[config.mk]
export PLATFORM = sky130hd
export DESIGN_NAME = owm_master
export DESIGN_NICKNAME = d
export VERILOG_FILES = /design/src/rtl/owm_pkg.sv /design/src/rtl/owm_tick.sv /design/src/rtl/owm_seq.sv /design/src/rtl/owm_master.sv
export SDC_FILE = /design/constraint.sdc
export NUM_CORES = 1
export LEC_CHECK = 0
export BUFFER_PORTS_ARGS = -buffer_cell sky130_fd_sc_hd__clkbuf_2
export CAP_MARGIN = 20
export CELL_PAD_IN_SITES_DETAIL_PLACEMENT = 1
export CELL_PAD_IN_SITES_GLOBAL_PLACEMENT = 2
export CORE_MARGIN = 1
export CORE_UTILIZATION = 39
export DETAILED_ROUTE_END_ITERATION = 12
export PLACE_DENSITY = 0.8
export REMOVE_ABC_BUFFERS = 1
export SLEW_MARGIN = 20
export SYNTH_ARGS = -nofsm -noshare
export SYNTH_HDL_FRONTEND = slang
export SYNTH_SLANG_ARGS = --single-unit
[constraint.sdc]
create_clock -name clk_i -period 2.62 [get_ports clk_i]
set_input_delay 0 -clock clk_i [delete_from_list [all_inputs] [get_ports clk_i]]
set_output_delay 0 -clock clk_i [all_outputs]
set_load 0.02 [all_outputs]
[src/rtl/owm_pkg.sv]
package owm_pkg;

    localparam logic [2:0] IDX_CMD  = 3'd0;
    localparam logic [2:0] IDX_DATA = 3'd1;
    localparam logic [2:0] IDX_STAT = 3'd2;
    localparam logic [2:0] IDX_ENA  = 3'd3;
    localparam logic [2:0] IDX_DIV  = 3'd4;

    // status bit positions
    localparam int ST_PD   = 0;
    localparam int ST_PDR  = 1;
    localparam int ST_TBE  = 2;
    localparam int ST_TSRE = 3;
    localparam int ST_RBF  = 4;
    localparam int ST_RSRF = 5;

    localparam logic [5:0] IRQ_SRC_MASK = 6'b111101;

    typedef enum logic [1:0] {
        SEQ_IDLE = 2'd0,
        SEQ_RLOW = 2'd1,
        SEQ_RREC = 2'd2,
        SEQ_SLOT = 2'd3
    } seq_state_e;

endpackage

[src/rtl/owm_tick.sv]
module owm_tick #(
    parameter int DIV_W = 8
) (
    input  logic             clk_i,
    input  logic             rst_ni,
    input  logic             run_i,
    input  logic [DIV_W-1:0] div_i,
    output logic             tick_o
);

    logic [DIV_W-1:0] cnt_d, cnt_q;

    always_comb begin
        tick_o = run_i && (cnt_q >= div_i);
        cnt_d  = (!run_i || tick_o) ? '0 : cnt_q + 1'b1;
    end

    always_ff @(posedge clk_i or negedge rst_ni) begin
        if (!rst_ni) cnt_q <= '0;
        else         cnt_q <= cnt_d;
    end

endmodule

[src/rtl/owm_seq.sv]
module owm_seq
    import owm_pkg::*;
#(
    parameter int RST_LOW   = 480,
    parameter int PD_SAMPLE = 70,
    parameter int RST_REC   = 480,
    parameter int SLOT_LEN  = 70,
    parameter int LOW0      = 60,
    parameter int LOW1      = 6,
    parameter int SAMPLE    = 15
) (
    input  logic       clk_i,
    input  logic       rst_ni,
    input  logic       tick_i,
    input  logic       abort_i,
    input  logic       start_rst_i,
    input  logic       start_byte_i,
    input  logic [7:0] tx_i,
    input  logic       dq_i,
    output logic       dq_oe_o,
    output logic       busy_o,
    output logic       in_rst_o,
    output logic       rst_done_o,
    output logic       present_o,
    output logic       byte_done_o,
    output logic [7:0] rx_o
);

    localparam int TMAX_A = (RST_LOW > RST_REC) ? RST_LOW : RST_REC;
    localparam int TMAX   = (TMAX_A > SLOT_LEN) ? TMAX_A : SLOT_LEN;
    localparam int TW     = $clog2(TMAX + 1);
    localparam logic [TW-1:0] T_RL = TW'(RST_LOW - 1);
    localparam logic [TW-1:0] T_RR = TW'(RST_REC - 1);
    localparam logic [TW-1:0] T_PD = TW'(PD_SAMPLE - 1);
    localparam logic [TW-1:0] T_SL = TW'(SLOT_LEN - 1);
    localparam logic [TW-1:0] T_SM = TW'(SAMPLE - 1);
    localparam logic [TW-1:0] T_L0 = TW'(LOW0);
    localparam logic [TW-1:0] T_L1 = TW'(LOW1);

    typedef struct packed {
        seq_state_e    st;
        logic [TW-1:0] t;
        logic [2:0]    idx;
        logic [7:0]    sh;
        logic          rbit;
        logic          pres;
    } seq_t;

    seq_t s_d, s_q;

    always_comb begin
        s_d         = s_q;
        rst_done_o  = 1'b0;
        byte_done_o = 1'b0;
        unique case (s_q.st)
            SEQ_IDLE: begin
                if (start_rst_i) begin
                    s_d.st = SEQ_RLOW;
                    s_d.t  = '0;
                end else if (start_byte_i) begin
                    s_d.st  = SEQ_SLOT;
                    s_d.t   = '0;
                    s_d.idx = '0;
                    s_d.sh  = tx_i;
                end
            end
            SEQ_RLOW: begin
                if (tick_i) begin
                    if (s_q.t == T_RL) begin
                        s_d.st = SEQ_RREC;
                        s_d.t  = '0;
                    end else begin
                        s_d.t = s_q.t + 1'b1;
                    end
                end
            end
            SEQ_RREC: begin
                if (tick_i) begin
                    if (s_q.t == T_PD) s_d.pres = !dq_i;
                    if (s_q.t == T_RR) begin
                        s_d.st     = SEQ_IDLE;
                        s_d.t      = '0;
                        rst_done_o = 1'b1;
                    end else begin
                        s_d.t = s_q.t + 1'b1;
                    end
                end
            end
            SEQ_SLOT: begin
                if (tick_i) begin
                    if (s_q.t == T_SM) s_d.rbit = dq_i;
                    if (s_q.t == T_SL) begin
                        s_d.t   = '0;
                        s_d.sh  = {s_q.rbit, s_q.sh[7:1]};
                        s_d.idx = s_q.idx + 1'b1;
                        if (s_q.idx == 3'd7) begin
                            s_d.st      = SEQ_IDLE;
                            byte_done_o = 1'b1;
                        end
                    end else begin
                        s_d.t = s_q.t + 1'b1;
                    end
                end
            end
            default: s_d.st = SEQ_IDLE;
        endcase
        if (abort_i) begin
            s_d         = '0;
            rst_done_o  = 1'b0;
            byte_done_o = 1'b0;
        end
    end

    always_ff @(posedge clk_i or negedge rst_ni) begin
        if (!rst_ni) s_q <= '0;
        else         s_q <= s_d;
    end

    assign dq_oe_o   = (s_q.st == SEQ_RLOW) ||
                       ((s_q.st == SEQ_SLOT) && (s_q.t < (s_q.sh[0] ? T_L1 : T_L0)));
    assign busy_o    = (s_q.st != SEQ_IDLE);
    assign in_rst_o  = (s_q.st == SEQ_RLOW) || (s_q.st == SEQ_RREC);
    assign present_o = s_q.pres;
    assign rx_o      = {s_q.rbit, s_q.sh[7:1]};

endmodule

[src/rtl/owm_master.sv]
module owm_master
    import owm_pkg::*;
#(
    parameter int ASHIFT    = 0,
    parameter int DIV_W     = 8,
    parameter int RST_LOW   = 480,
    parameter int PD_SAMPLE = 70,
    parameter int RST_REC   = 480,
    parameter int SLOT_LEN  = 70,
    parameter int LOW0      = 60,
    parameter int LOW1      = 6,
    parameter int SAMPLE    = 15,
    localparam int ADDR_W   = ASHIFT + 3
) (
    input  logic              clk_i,
    input  logic              rst_ni,
    input  logic [ADDR_W-1:0] bus_addr_i,
    input  logic              bus_wr_i,
    input  logic              bus_rd_i,
    input  logic [7:0]        bus_wdata_i,
    output logic [7:0]        bus_rdata_o,
    output logic              dq_oe_o,
    input  logic              dq_i,
    output logic              irq_o
);

    typedef struct packed {
        logic [5:0]       en;
        logic [DIV_W-1:0] div;
        logic             pd;
        logic             pdr;
        logic             tbe;
        logic             tsre;
        logic             rbf;
        logic             rsrf;
        logic             hold;
        logic [7:0]       rxb;
    } regs_t;

    regs_t r_d, r_q;

    logic [2:0] idx;
    logic       wr_cmd, wr_data, wr_ena, wr_div, rd_stat, rd_data;
    logic       soft_rst, start_rst, start_byte;
    logic       tick, seq_busy, seq_in_rst, rst_done, byte_done, present;
    logic [7:0] rx_byte, status_byte;
    logic       irq_act;

    assign idx        = bus_addr_i[ASHIFT +: 3];
    assign wr_cmd     = bus_wr_i && (idx == IDX_CMD);
    assign wr_data    = bus_wr_i && (idx == IDX_DATA);
    assign wr_ena     = bus_wr_i && (idx == IDX_ENA);
    assign wr_div     = bus_wr_i && (idx == IDX_DIV);
    assign rd_stat    = bus_rd_i && (idx == IDX_STAT);
    assign rd_data    = bus_rd_i && (idx == IDX_DATA);
    assign soft_rst   = wr_cmd && bus_wdata_i[5];
    assign start_rst  = wr_cmd && bus_wdata_i[0] && !soft_rst && !seq_busy;
    assign start_byte = wr_data && !seq_busy;

    owm_tick #(.DIV_W(DIV_W)) i_tick (
        .clk_i  (clk_i),
        .rst_ni (rst_ni),
        .run_i  (seq_busy),
        .div_i  (r_q.div),
        .tick_o (tick)
    );

    owm_seq #(
        .RST_LOW   (RST_LOW),
        .PD_SAMPLE (PD_SAMPLE),
        .RST_REC   (RST_REC),
        .SLOT_LEN  (SLOT_LEN),
        .LOW0      (LOW0),
        .LOW1      (LOW1),
        .SAMPLE    (SAMPLE)
    ) i_seq (
        .clk_i        (clk_i),
        .rst_ni       (rst_ni),
        .tick_i       (tick),
        .abort_i      (soft_rst),
        .start_rst_i  (start_rst),
        .start_byte_i (start_byte),
        .tx_i         (bus_wdata_i),
        .dq_i         (dq_i),
        .dq_oe_o      (dq_oe_o),
        .busy_o       (seq_busy),
        .in_rst_o     (seq_in_rst),
        .rst_done_o   (rst_done),
        .present_o    (present),
        .byte_done_o  (byte_done),
        .rx_o         (rx_byte)
    );

    always_comb begin
        r_d = r_q;
        // acknowledges by read
        if (rd_stat) begin
            r_d.pd   = 1'b0;
            r_d.rsrf = 1'b0;
            r_d.hold = 1'b1;
        end
        if (rd_data) r_d.rbf = 1'b0;
        // sequence launches
        if (start_rst) r_d.tbe = 1'b0;
        if (start_byte) begin
            r_d.tbe  = 1'b0;
            r_d.tsre = 1'b0;
        end
        // completions win over read clears
        if (rst_done) begin
            r_d.pd   = 1'b1;
            r_d.pdr  = !present;
            r_d.tbe  = 1'b1;
            r_d.hold = 1'b0;
        end
        if (byte_done) begin
            r_d.rxb  = rx_byte;
            r_d.rbf  = 1'b1;
            r_d.rsrf = 1'b1;
            r_d.tbe  = 1'b1;
            r_d.tsre = 1'b1;
            r_d.hold = 1'b0;
        end
        if (wr_ena) r_d.en  = bus_wdata_i[5:0];
        if (wr_div) r_d.div = bus_wdata_i[DIV_W-1:0];
        if (soft_rst) begin
            r_d.pd   = 1'b0;
            r_d.pdr  = 1'b0;
            r_d.tbe  = 1'b1;
            r_d.tsre = 1'b1;
            r_d.rbf  = 1'b0;
            r_d.rsrf = 1'b0;
            r_d.hold = 1'b0;
            r_d.rxb  = '0;
        end
    end

    always_ff @(posedge clk_i or negedge rst_ni) begin
        if (!rst_ni) begin
            r_q      <= '0;
            r_q.tbe  <= 1'b1;
            r_q.tsre <= 1'b1;
        end else begin
            r_q <= r_d;
        end
    end

    always_comb begin
        status_byte = {2'b00, r_q.rsrf, r_q.rbf, r_q.tsre, r_q.tbe, r_q.pdr, r_q.pd};
        irq_act     = (|(status_byte[5:0] & r_q.en & IRQ_SRC_MASK)) && !r_q.hold;
        irq_o       = r_q.en[1] ? irq_act : !irq_act;
        unique case (idx)
            IDX_CMD:  bus_rdata_o = {4'b0000, dq_i, 2'b00, seq_in_rst};
            IDX_DATA: bus_rdata_o = r_q.rxb;
            IDX_STAT: bus_rdata_o = status_byte;
            IDX_ENA:  bus_rdata_o = {2'b00, r_q.en};
            IDX_DIV:  bus_rdata_o = 8'(r_q.div);
            default:  bus_rdata_o = 8'h00;
        endcase
    end

endmodule

* Word-level counts from Yosys, hierarchy flattened
Cells that the tools add are included.
Storage, ports and cells: flip-flop bits (word level) 61, bits of input ports 16, output and inout bits 10, word-level logic and storage cells 133
Operators by class: $add $sub $neg 3, $lt $le $gt $ge 2, eq/ne operators 21, muxes and demuxes 43, bitwise operators 1, reductions and logical operators 46
Operators with widths (number):
- two-way mux 11 bit | 5
- one-hot mux 11 bit (4 select lines) | 1
- one-hot mux 8 bit (5 select lines) | 1
- two-way mux 24 bit | 1
- != test 3 x 2 -> 1 bit, second input constant | 8
- two-way mux 23 bit | 1
- two-way mux 22 bit | 1
- one-hot mux 11 bit (2 select lines) | 1
- two-way mux 1 bit | 19
- two-way mux 9 bit | 2
- nonzero test 2 bit | 8
- two-way mux 15 bit | 1
- nonzero test 3 bit | 5
- logical AND 1 bit | 14
- two-way mux 13 bit | 1
- two-way mux 2 bit | 6
- adder 9 x 1 -> 9 bit, second input constant | 1
- == test 9 x 4 -> 1 bit, second input constant | 1
- == test 9 x 7 -> 1 bit, second input constant | 1
- == test 9 bit, second input constant | 1
- < comparator 9 bit | 1
- adder 8 x 1 -> 8 bit, second input constant | 1
- >= comparator 8 bit | 1
- two-way mux 8 bit | 1
- 22 further kinds | 33

* Logic depth before layout (Yosys ltp)
Gate-level depths: netlist of run 1.
depth after elaboration 11, gate-level depth with buffers 10, mapped depth without buffers 8

* Cells and area by module
Synthesis of run 1 repeated with hierarchy kept, for this count alone.
Second synthesis, totals: cell total of the unflattened synthesis 361, area, all modules 3792.4 µm²
By module, submodules not included:
- owm_seq | instances 1, cells an instance 171, area each 1706.6 µm², seq. area each 600.6 µm²
- owm_master | instances 1, cells an instance 131, area each 1507.7 µm², seq. area each 728.2 µm²
- owm_tick | instances 1, cells an instance 59, area each 578.1 µm², seq. area each 200.2 µm²

* Least setup slack after synthesis of run 1
OpenSTA, ideal clock, no wires.
kind register -> register, start point reg i_tick.cnt_q[2], end point reg r_q[9] (netlist name), library setup time 0.120 ns, arrival time 1.990 ns, required time 2.500 ns, slack 0.510 ns, stages on the path, launching flop included 9, buffers on the path 1, clock period less this slack 2.110 ns, path through dfrtp_1 ha_1 and3_1 o21ai_1 a31oi_1 o211a_2 and3_1 buf_2 a31o_2
On the way: cells in the longest elaborated chain, start to end 7, elaborated cells between the ends (all ways) 8, those cells by class order compare (1); mux (5); reduce/logical (2)
RTL lines:
- start, declared | RTL line owm_tick.sv:11 | logic [DIV_W-1:0] cnt_d, cnt_q;
- start signal, assigned | RTL line owm_tick.sv:20 | else cnt_q <= cnt_d;
- >= comparator 8 bit (*) | RTL line owm_tick.sv:14 | tick_o = run_i && (cnt_q >= div_i);
- logical AND 1 bit (*) | RTL line owm_tick.sv:14
- two-way mux 1 bit (*) | RTL line owm_seq.sv:90 | if (tick_i) begin
- two-way mux 1 bit (*) | RTL line owm_seq.sv:55 | unique case (s_q.st)
- two-way mux 1 bit (*) | RTL line owm_seq.sv:107 | if (abort_i) begin
- two-way mux 13 bit | RTL line owm_master.sv:116 | if (byte_done) begin
- two-way mux 15 bit | RTL line owm_master.sv:126 | if (soft_rst) begin
- end signal, assigned | RTL line owm_master.sv:144 | r_q <= r_d;
- end, declared | RTL line owm_master.sv:40 | regs_t r_d, r_q;
Every way passes the cells marked *; elsewhere a longest branch is shown, timed or not. The select of a mux whose other input is x is not followed. A chain may end at the register's enable or synchronous reset.

* Worst setup path after layout of run 1
start point reg i_tick.cnt_q[2], end point reg i_seq.s_q[2] (netlist name)
On the way: cells in the longest elaborated chain, start to end 4
RTL lines:
- >= comparator 8 bit | RTL line owm_tick.sv:14
- logical AND 1 bit | RTL line owm_tick.sv:14
- != test 3 x 2 -> 1 bit (no line)
- AND reduction 5 bit (no line)
- end signal, assigned | RTL line owm_seq.sv:115 | if (!rst_ni) s_q <= '0;
- end signal, assigned | RTL line owm_seq.sv:116 | else s_q <= s_d;
- end, declared | RTL line owm_seq.sv:49 | seq_t s_d, s_q;
No other way between the ends.

==> flow_summary.ini, run 1 <==
[critical_path]
cp.arrival_ns = 2.65
r2r_cells = 8
ff2ff_setup_slack_ns = 0.19
worstPathCellList = ha_1, and3_1, o21ai_1, a31oi_2, o211a_2, nor4b_4, buf_4, a221o_1
cp_slowest_cell = dfrtp_1
setup.worst_path.end_class = register
r2r-end = i_seq.s_q[2]
r2r_start = i_tick.cnt_q[2]
required_ns = 2.84
slowest_delay_ns = 0.44
setup.worst_path.start_class = register
critPathKind = register to register
critPathMaxFanout = 10

[clock_network]
htree_levels = 3
clk_pin_slew_ns = 0.07
clock_path_buffers = 2
cts_num_sinks = 61
cts_root_buf = clkbuf_8
cts_setup_buffers = 0
numCtsBuffers = 9
clk_latency_ns = 0.35
tritoncts = yes

[routing]
vias = 2827
dr.pass1.iters = 4
vias_per_cell = 5.69
wire_per_inst_um = 18.8
antenna_left = 0
drt-total-wl_um = 9350
drt_iter0_drc = 84
route.detailed.drc = 0

[timing]
setup_viol = 0
setup_ws_ns = 0.195
finalCritPeriodShare = 0.926
rsz0062_at_grt = no
hold_violations = 0
fin_setup_tns_ns = 0
clock-skew-final_ns = 0.0106
slew_viol_final = 0
relSlewSlack = 0.467
worst_slew_pin_slew_ns = 0.799
fin_crit_ns = 2.43
max_freq_ghz = 0.412

[place]
place.gp.congestion = 0.820
hpwl_um = 6960
postPlaceCellArea_um2 = 3740
portBuffers = 25
pre_cts_ws_ns = 0.189

[synthesis]
synthDistinctLibCells = 66
ys_ff_latch = 61
yosys-top-cells-area = dfrtp_1 (42%), ha_1 (7.5%), a22o_1 (3.0%), nand2_1 (2.9%), o21ai_0 (2.7%)
synth_edf_count = 0
syn_area_um2 = 3490
syn_area_per_cell_um2 = 10.2
synth-async-reset-ratio = 1.00
yosysTopAreaCellShare = 0.423
synth_warnings = 0
yosys.area.top_type = dfrtp_1
synth_seq_area_share = 0.438
ys.flop_type = dfrtp_1
syn_inst = 344

[die]
dieWidth_um = 96.6
start_util = 0.402
io_pins = 26
floorplan.die_area_um2 = 9340
die_y_um = 96.6
rows = 34
core-area_um2 = 8680

[worst_hold_path]
hp-class = input port to register
hp-start = bus_wdata_i[5]
hold_end = r_q[20]
min_delay_path_depth = 3

[global_routing]
track_usage = 0.216
grt_overflow = 0
first_global_vias = 2989
antenna_found_initial = 0
grt_pass1_wl_um = 16000
grt_max_degree = 62

[layout]
num_antenna_cells = 0
drive_above_1_share = 0.201
final_area_um2 = 4050
nNetsFinal = 421
syn_to_final_growth_pct = 15.8

[power]
power_uw = 3560
leakagePower_uw = 0.00184
ir_drop_mv = 0.318
power.density_nw_per_um2 = 880

[job]
maxCapViolations = 0

[status]
status = finished, final reports clean
[layout by cell type, fill, tap and decap left out, drive strengths merged, types with 6 or more instances in the layout]
cell	count
inv	19
nand2	27
o21ai	21
buf	9
a221o	8
ha	21
dfrtp	59
a22o	12
mux2i	8
dlygate4sd3	9
and2	10
o31ai	6
and3	10
nand3	11
o22ai	6
nor2	20
a21oi	12
clkbuf	35
a22oi	9
mux2	7
[synthesized netlist by cell type (2+ instances only)]
| cell type | count |
|---|---|
| nand4_1 | 3 |
| a221o_1 | 8 |
| buf_2 | 6 |
| a31oi_1 | 3 |
| inv_1 | 18 |
| o22ai_1 | 6 |
| nor2_1 | 19 |
| nor4_1 | 2 |
| and3_1 | 10 |
| dfstp_2 | 2 |
| xor2_1 | 5 |
| or2_1 | 2 |
| nor2b_1 | 4 |
| dfrtp_1 | 59 |
| or4_1 | 2 |
| xnor2_1 | 2 |
| a31o_2 | 2 |
| o211ai_1 | 2 |
| nand2_1 | 27 |
| a22oi_1 | 9 |
| o31ai_1 | 6 |
| nand2b_1 | 4 |
| o21ai_0 | 19 |
| a21o_1 | 2 |
| mux2_2 | 7 |
| clkbuf_1 | 5 |
| and2_1 | 9 |
| o21a_1 | 2 |
| o41ai_2 | 2 |
| a21oi_1 | 12 |
| nand3_1 | 10 |
| a211o_1 | 2 |
| ha_1 | 21 |
| mux2i_1 | 8 |
| a22o_1 | 12 |
| buf_1 | 2 |
[sequential cells by signal (all words and copies together) (netlist names)]
signal / flops
r_q: 29
i_seq.s_q: 15
i_seq.rx_o: 8
i_tick.cnt_q: 8
i_seq.present_o: 1
[per-layer routing]
layer,global-route usage,part of all wire
met1,0.297,0.49
met2,0.345,0.46
met3,0.0419,0.032
met4,0.0700,0.019
met5,0,0
[worst max-delay path, delay by kind of cell, from the launching register on]
family | cells | cell delay [ns]
AOI/OAI and AO/OA | 4 | 1.01
adders and majority gates | 1 | 0.34
buffers and inverters | 1 | 0.18
DFF | 1 | 0.44
and+or+nand+nor | 2 | 0.34
[kinds of logic (layout without fill, tap and decap cells)]
kind of cell,Yosys count,count (layout),share of synthesized area
compound gates,100,100,0.212
xor+xnor,7,7,0.0176
fa+ha+maj,21,21,0.0752
buf+inv,33,78,0.0408
flops,61,61,0.438
mux,15,15,0.0455
simple gates,107,107,0.171
[report_power, final]
part           switching [uW]  internal (uW)  total [uW]  leakage, uW
clock                     415            442         856    0.0000918
sequential                236           1150        1390     0.000795
combinational             755            559        1310     0.000958
total                    1410           2150        3560      0.00184
[how the worst max path moves through the flow]
stage                    start       endpoint  slack, ns
6_report       i_tick.cnt_q[2]   i_seq.s_q[2]       0.19
5_1_grt        i_tick.cnt_q[2]  i_seq.s_q[15]     0.0001
4_1_cts        i_tick.cnt_q[2]   i_seq.s_q[2]       0.19
3_5_place_dp           r_q[16]  i_seq.s_q[19]       0.19
3_3_place_gp           r_q[16]  i_seq.s_q[20]       0.27
2_1_floorplan  i_tick.cnt_q[2]  i_seq.s_q[15]       0.13
[through the flow]
| step | std cells | utilization | hold WS [ns] |
|---|---|---|---|
| 2_1_floorplan | 329 | - | -0.296 |
| 3_3_place_gp | 471 | 0.432 | 0.216 |
| 3_5_place_dp | 471 | 0.432 | 0.229 |
| 4_1_cts | 496 | 0.465 | 0.0196 |
| 5_1_grt | 497 | 0.466 | 0.0475 |
| 6_report | 497 | 0.466 | 0.0321 |
[area by class of cell]
class / instances / area [um^2]
flip-flops and latches: 61 / 1530
fillers: 979 / 4630
repair buffers: 44 / 288
inverters: 18 / 67.6
clock buffers: 9 / 124
clock inverters: 7 / 75.1
multi-input cells: 250 / 1830
well taps: 108 / 135
[timing repair]
item,in CTS,in global routing
gates resized for setup,0,1
hold buffers,9,0
setup endpoints to repair,0,3
hold endpoints to repair,73,0
Note: power is estimated with default switching activity, not from simulation.
==> run 2, diff against run 1 <==
Settings changed: PLACE_DENSITY 0.8 to default, PLACE_DENSITY_LB_ADDON from default to 0.1.
==> run 2 against run 1 <==
Compared with the run above: clock power fell by 5.6%; clock skew fell by 0.0019 ns; total power fell by 1.9%; first-iteration DRC count rose by 2.4%; sequential share of layout area rose by 0.082 points; critical path type unchanged; highest routed layer unchanged.
==> flow_summary.ini, run 2 (same netlist as run 1, synthesis figures left out) <==
[layout]
regMostFlops = r_q
final_cell_mix = dfrtp_1 (59), nand2_1 (27), clkbuf_2 (25), ha_1 (21)
final_area_um2 = 4040
regArea_um2 = 1530
multiInputGateArea_um2 = 1830
final_util = 0.465
largest_register_ffs = 29
reg.largest.list = r_q x29, i_seq.s_q x15
num_antenna_cells = 0
layout_commonest_cell = dfrtp_1
drive_above_1_share = 0.198
nNetsFinal = 420
syn_to_final_growth_pct = 15.6
fill_cells = 988
finalNonFillerCells = 496

[critical_path]
critPathKind = register to register
r2r_start = i_tick.cnt_q[2]
cp.arrival_ns = 2.64
critPathMaxFanout = 10
setup.worst_path.start_class = register
startpoint = i_tick.cnt_q[2]
setup.worst_path.end_class = register
required_ns = 2.85

[timing]
fin_setup_tns_ns = 0
slew_viol_final = 0
clock-skew-final_ns = 0.00873
worst_slew_pin_slew_ns = 0.929
finalCritPeriodShare = 0.920
max_freq_ghz = 0.415
rsz0062_at_grt = no
hold_violations = 0
relSlewSlack = 0.375
hold_ws_ns = 0.0169
setup_viol = 0
fin_crit_ns = 2.41

[global_routing]
grt_max_degree = 37
track_usage = 0.222
first_global_vias = 3050
grt_overflow = 0
grt_pass1_wl_um = 16300
antenna_found_initial = 0

[power]
p_seq_frac = 0.398
power.switching_uw = 1430
clkPwrFrac = 0.231
ir_drop_mv = 0.283
p_comb_frac = 0.370
power.density_nw_per_um2 = 865
leakagePower_uw = 0.00184
swShare = 0.411
p_int_uw = 2060

[worst_hold_path]
hp-start = bus_wdata_i[5]
hp-class = input port to register

[routing]
drt_iter0_drc = 86
vias = 2803
antenna_left = 0
drt-total-wl_um = 9670
route.detailed.drc = 0
dr.pass1.iters = 4
vias_per_cell = 5.65
wire_per_inst_um = 19.5

[clock_network]
cts_setup_buffers = 0
cts_root_buf = clkbuf_8
numCtsBuffers = 9
clock_path_buffers = 2
cts_num_sinks = 61
tritoncts = yes
clk_latency_ns = 0.35
clk_pin_slew_ns = 0.08
htree_levels = 3

[die]
floorplan.die_area_um2 = 9340
start_util = 0.402
dieWidth_um = 96.6
die_y_um = 96.6
core-area_um2 = 8680
rows = 34
io_pins = 26

[place]
placed_cells = 471
place.gp.congestion = 0.756
postPlaceCellArea_um2 = 3760
portBuffers = 25
hpwl_um = 7170

[status]
status = finished, final reports clean

[job]
maxCapViolations = 0
## run 2: cell count changes in the layout (fill, tap and decap cells not counted), sizes merged
cell,previous run,this run
clkinvlp,3,2
clkbuf,35,34
inv,19,21
bufinv,1,0
## run 2: layout make-up
class                   count  area share
inverters                  18      0.0167
clock buffers               9      0.0307
well taps                 108      0.0335
repair buffers             43      0.0732
multi-input cells         250       0.453
flip-flops and latches     61       0.379
clock inverters             7      0.0146
## run 2: final timing paths
kind	cells after the start	slack (ns)	to
worst max register to register	8	0.21	i_seq.s_q[2]
min in group asynchronous	2	0.23	r_q[26]
max in group asynchronous	3	1.67	r_q[11]
worst min register to register	2	0.48	r_q[11]
worst min-delay path	3	0.02	r_q[20]
worst max-delay path	8	0.21	i_seq.s_q[2]
## run 2: layer usage
layer | GRT usage | wire (um)
met1 | 0.285 | 4640
met4 | 0.0769 | 105
met2 | 0.384 | 4720
met5 | 0 | 0
met3 | 0.0289 | 202
## run 2: power by group through the flow
stage / Combinational (uW) / Sequential, uW / Clock [uW]
after floorplan: 905 / 1310 / 0
after global placement: 1250 / 1400 / 0
after detailed placement: 1290 / 1410 / 0
after CTS: 1310 / 1390 / 831
after global routing: 1460 / 1420 / 870
final: 1290 / 1390 / 808
## run 2: critical path, cell delays in order, from the launching register on
cell and delay, ns:
dfrtp_1 0.44, ha_1 0.33, and3_1 0.18, o21ai_1 0.18, a31oi_2 0.16, o211a_2 0.36
nor4b_4 0.15, buf_4 0.18, a221o_1 0.31
## run 2: metrics by stage
step,setup WS (ns),power (uW)
CTS,0.173,3540
floorplan,0.128,2220
global route,0.0733,3750
finish,0.209,3490
global placement,0.263,2650
detailed placement,0.202,2700
## run 2: timing repair
item                       4_1_cts  5_1_grt
hold endpoints to repair        38        0
hold buffers                     9        0
setup endpoints to repair        0        1
gates resized for setup          0        1
==> run 3, diff against run 2 <==
Settings changed: REMOVE_ABC_BUFFERS 1 to default.
==> run 3 against run 2 <==
Compared with the run above: clock-buffer cell count did not move; critical path type unchanged; clock skew increased by 0.0032 ns; cell count rose by 0.60%; sequential cell count did not move; design area grew 0.81%; sequential power is essentially flat.
==> flow_summary.ini, run 3 (same netlist as run 1, synthesis figures left out) <==
[timing]
clock-skew-final_ns = 0.0119
finalCritPeriodShare = 0.915
fin_crit_ns = 2.40
fin_setup_tns_ns = 0
setup_viol = 0
slew_viol_final = 0
relSlewSlack = 0.336
max_freq_ghz = 0.417
worst_slew_pin_slew_ns = 0.987
rsz0062_at_grt = no
hold_violations = 0

[critical_path]
cp_slowest_cell = dfrtp_1
slowest_delay_ns = 0.43
critPathKind = register to register
worstPathCellList = ha_1, and3_1, o21ai_1, a31oi_1, o211a_2, nor4b_4, buf_4, a221o_1
ff2ff_setup_slack_ns = 0.22
cp.arrival_ns = 2.62
setup.worst_path.end_class = register
critPathMaxFanout = 10
required_ns = 2.84
r2r_start = i_tick.cnt_q[2]
r2r_cells = 8
setup.worst_path.start_class = register
r2r-end = i_seq.s_q[2]

[routing]
antenna_left = 0
highest_layer = met4
dr.pass1.iters = 4
wire_per_inst_um = 18.8
m1WireLength_um = 4520
wl_met2_um = 4350
drt-total-wl_um = 9400
route.detailed.drc = 0
drt_iter0_drc = 114
met3_wirelength_um = 336
vias = 2815
vias_per_cell = 5.64

[global_routing]
grt_max_degree = 62
grt_overflow = 0
track_usage = 0.215
first_global_vias = 2919
grt_pass1_wl_um = 15800
antenna_found_initial = 0

[die]
start_util = 0.402
die_y_um = 96.6
io_pins = 26
core-area_um2 = 8680
rows = 34
dieWidth_um = 96.6
floorplan.die_area_um2 = 9340

[power]
ir_drop_mv = 0.334
power.density_nw_per_um2 = 888
leakagePower_uw = 0.00186
power_uw = 3610

[synthesis]
syn-num-nets = 381

[layout]
layout_commonest_cell = dfrtp_1
regMostFlops = r_q
syn_to_final_growth_pct = 16.5
drive_above_1_share = 0.202
final_area_um2 = 4070
fill_cells = 1001
reg.largest.list = r_q x29, i_seq.s_q x15
final_cell_mix = dfrtp_1 (59), nand2_1 (27), clkbuf_2 (25), ha_1 (21)
num_antenna_cells = 0
nNetsFinal = 423
largest_register_ffs = 29

[clock_network]
cts_num_sinks = 61
clk_pin_slew_ns = 0.08
clk_latency_ns = 0.35
cts_setup_buffers = 0
clock_path_buffers = 2
numCtsBuffers = 9
tritoncts = yes
cts_root_buf = clkbuf_8
htree_levels = 3

[job]
maxCapViolations = 0

[worst_hold_path]
hp-class = input port to register
hold_end = r_q[10]
min_delay_path_depth = 3
hp-start = bus_rd_i

[place]
postPlaceCellArea_um2 = 3760
hpwl_um = 7020
place.gp.congestion = 0.780
portBuffers = 25

[status]
status = finished, final reports clean
==> run 3: critical path: cells and delay by family (launching register included) <==
| kind | cells | cell delay [ns] |
|---|---|---|
| flops | 1 | 0.43 |
| fa+ha+maj | 1 | 0.32 |
| simple gates | 2 | 0.33 |
| buf+inv | 1 | 0.18 |
| compound gates | 4 | 1.02 |
==> run 3: how the worst max path moves through the flow <==
stage / from / to / slack (ns) / depth (start not counted)
4_1_cts: i_tick.cnt_q[2] / i_seq.rx_o[4] / 0.20 / 8
6_report: i_tick.cnt_q[2] / i_seq.s_q[2] / 0.22 / 8
3_3_place_gp: i_seq.s_q[22] / i_seq.s_q[20] / 0.28 / 8
2_1_floorplan: i_tick.cnt_q[2] / r_q[9] / 0.51 / 8
5_1_grt: i_tick.cnt_q[1] / r_q[1] / 0.05 / 7
3_5_place_dp: i_tick.cnt_q[2] / i_seq.rx_o[4] / 0.22 / 8
==> run 3: cell type report <==
class	instances	area [um^2]	share of cell area
clock buffers	9	124	0.0304
clock inverters	7	82.6	0.0203
inverters	18	67.6	0.0166
multi-input cells	250	1820	0.448
flip-flops and latches	61	1530	0.376
well taps	108	135	0.0332
repair buffers	46	308	0.0756
==> run 3: layer usage <==
metal / GRT usage / vias up
met5: 0 / -
met4: 0.0677 / 0
met3: 0.0434 / 11
met2: 0.341 / 48
met1: 0.294 / 1398
li1: - / 1358
==> run 3: per-stage QoR <==
step	setup WS [ns]	std cells	hold slack, ns	utilization
5_1_grt	0.0500	499	0.0901	0.469
3_5_place_dp	0.217	473	0.232	0.433
4_1_cts	0.205	499	0.0656	0.469
6_report	0.224	499	0.0687	0.469
3_3_place_gp	0.275	473	0.218	0.433
2_1_floorplan	0.510	344	-0.296	-
==> run 3: what timing repair did <==
| action | 4_1_cts | 5_1_grt |
|---|---|---|
| resized for setup | 0 | 1 |
| hold endpoints to repair | 76 | 0 |
| endpoints found under the setup margin | 0 | 2 |
| hold buffers | 10 | 0 |
==> run 3: power by group <==
part	internal [uW]	switching [uW]
combinational	579	756
clock	454	436
sequential	1150	236
total	2180	1430
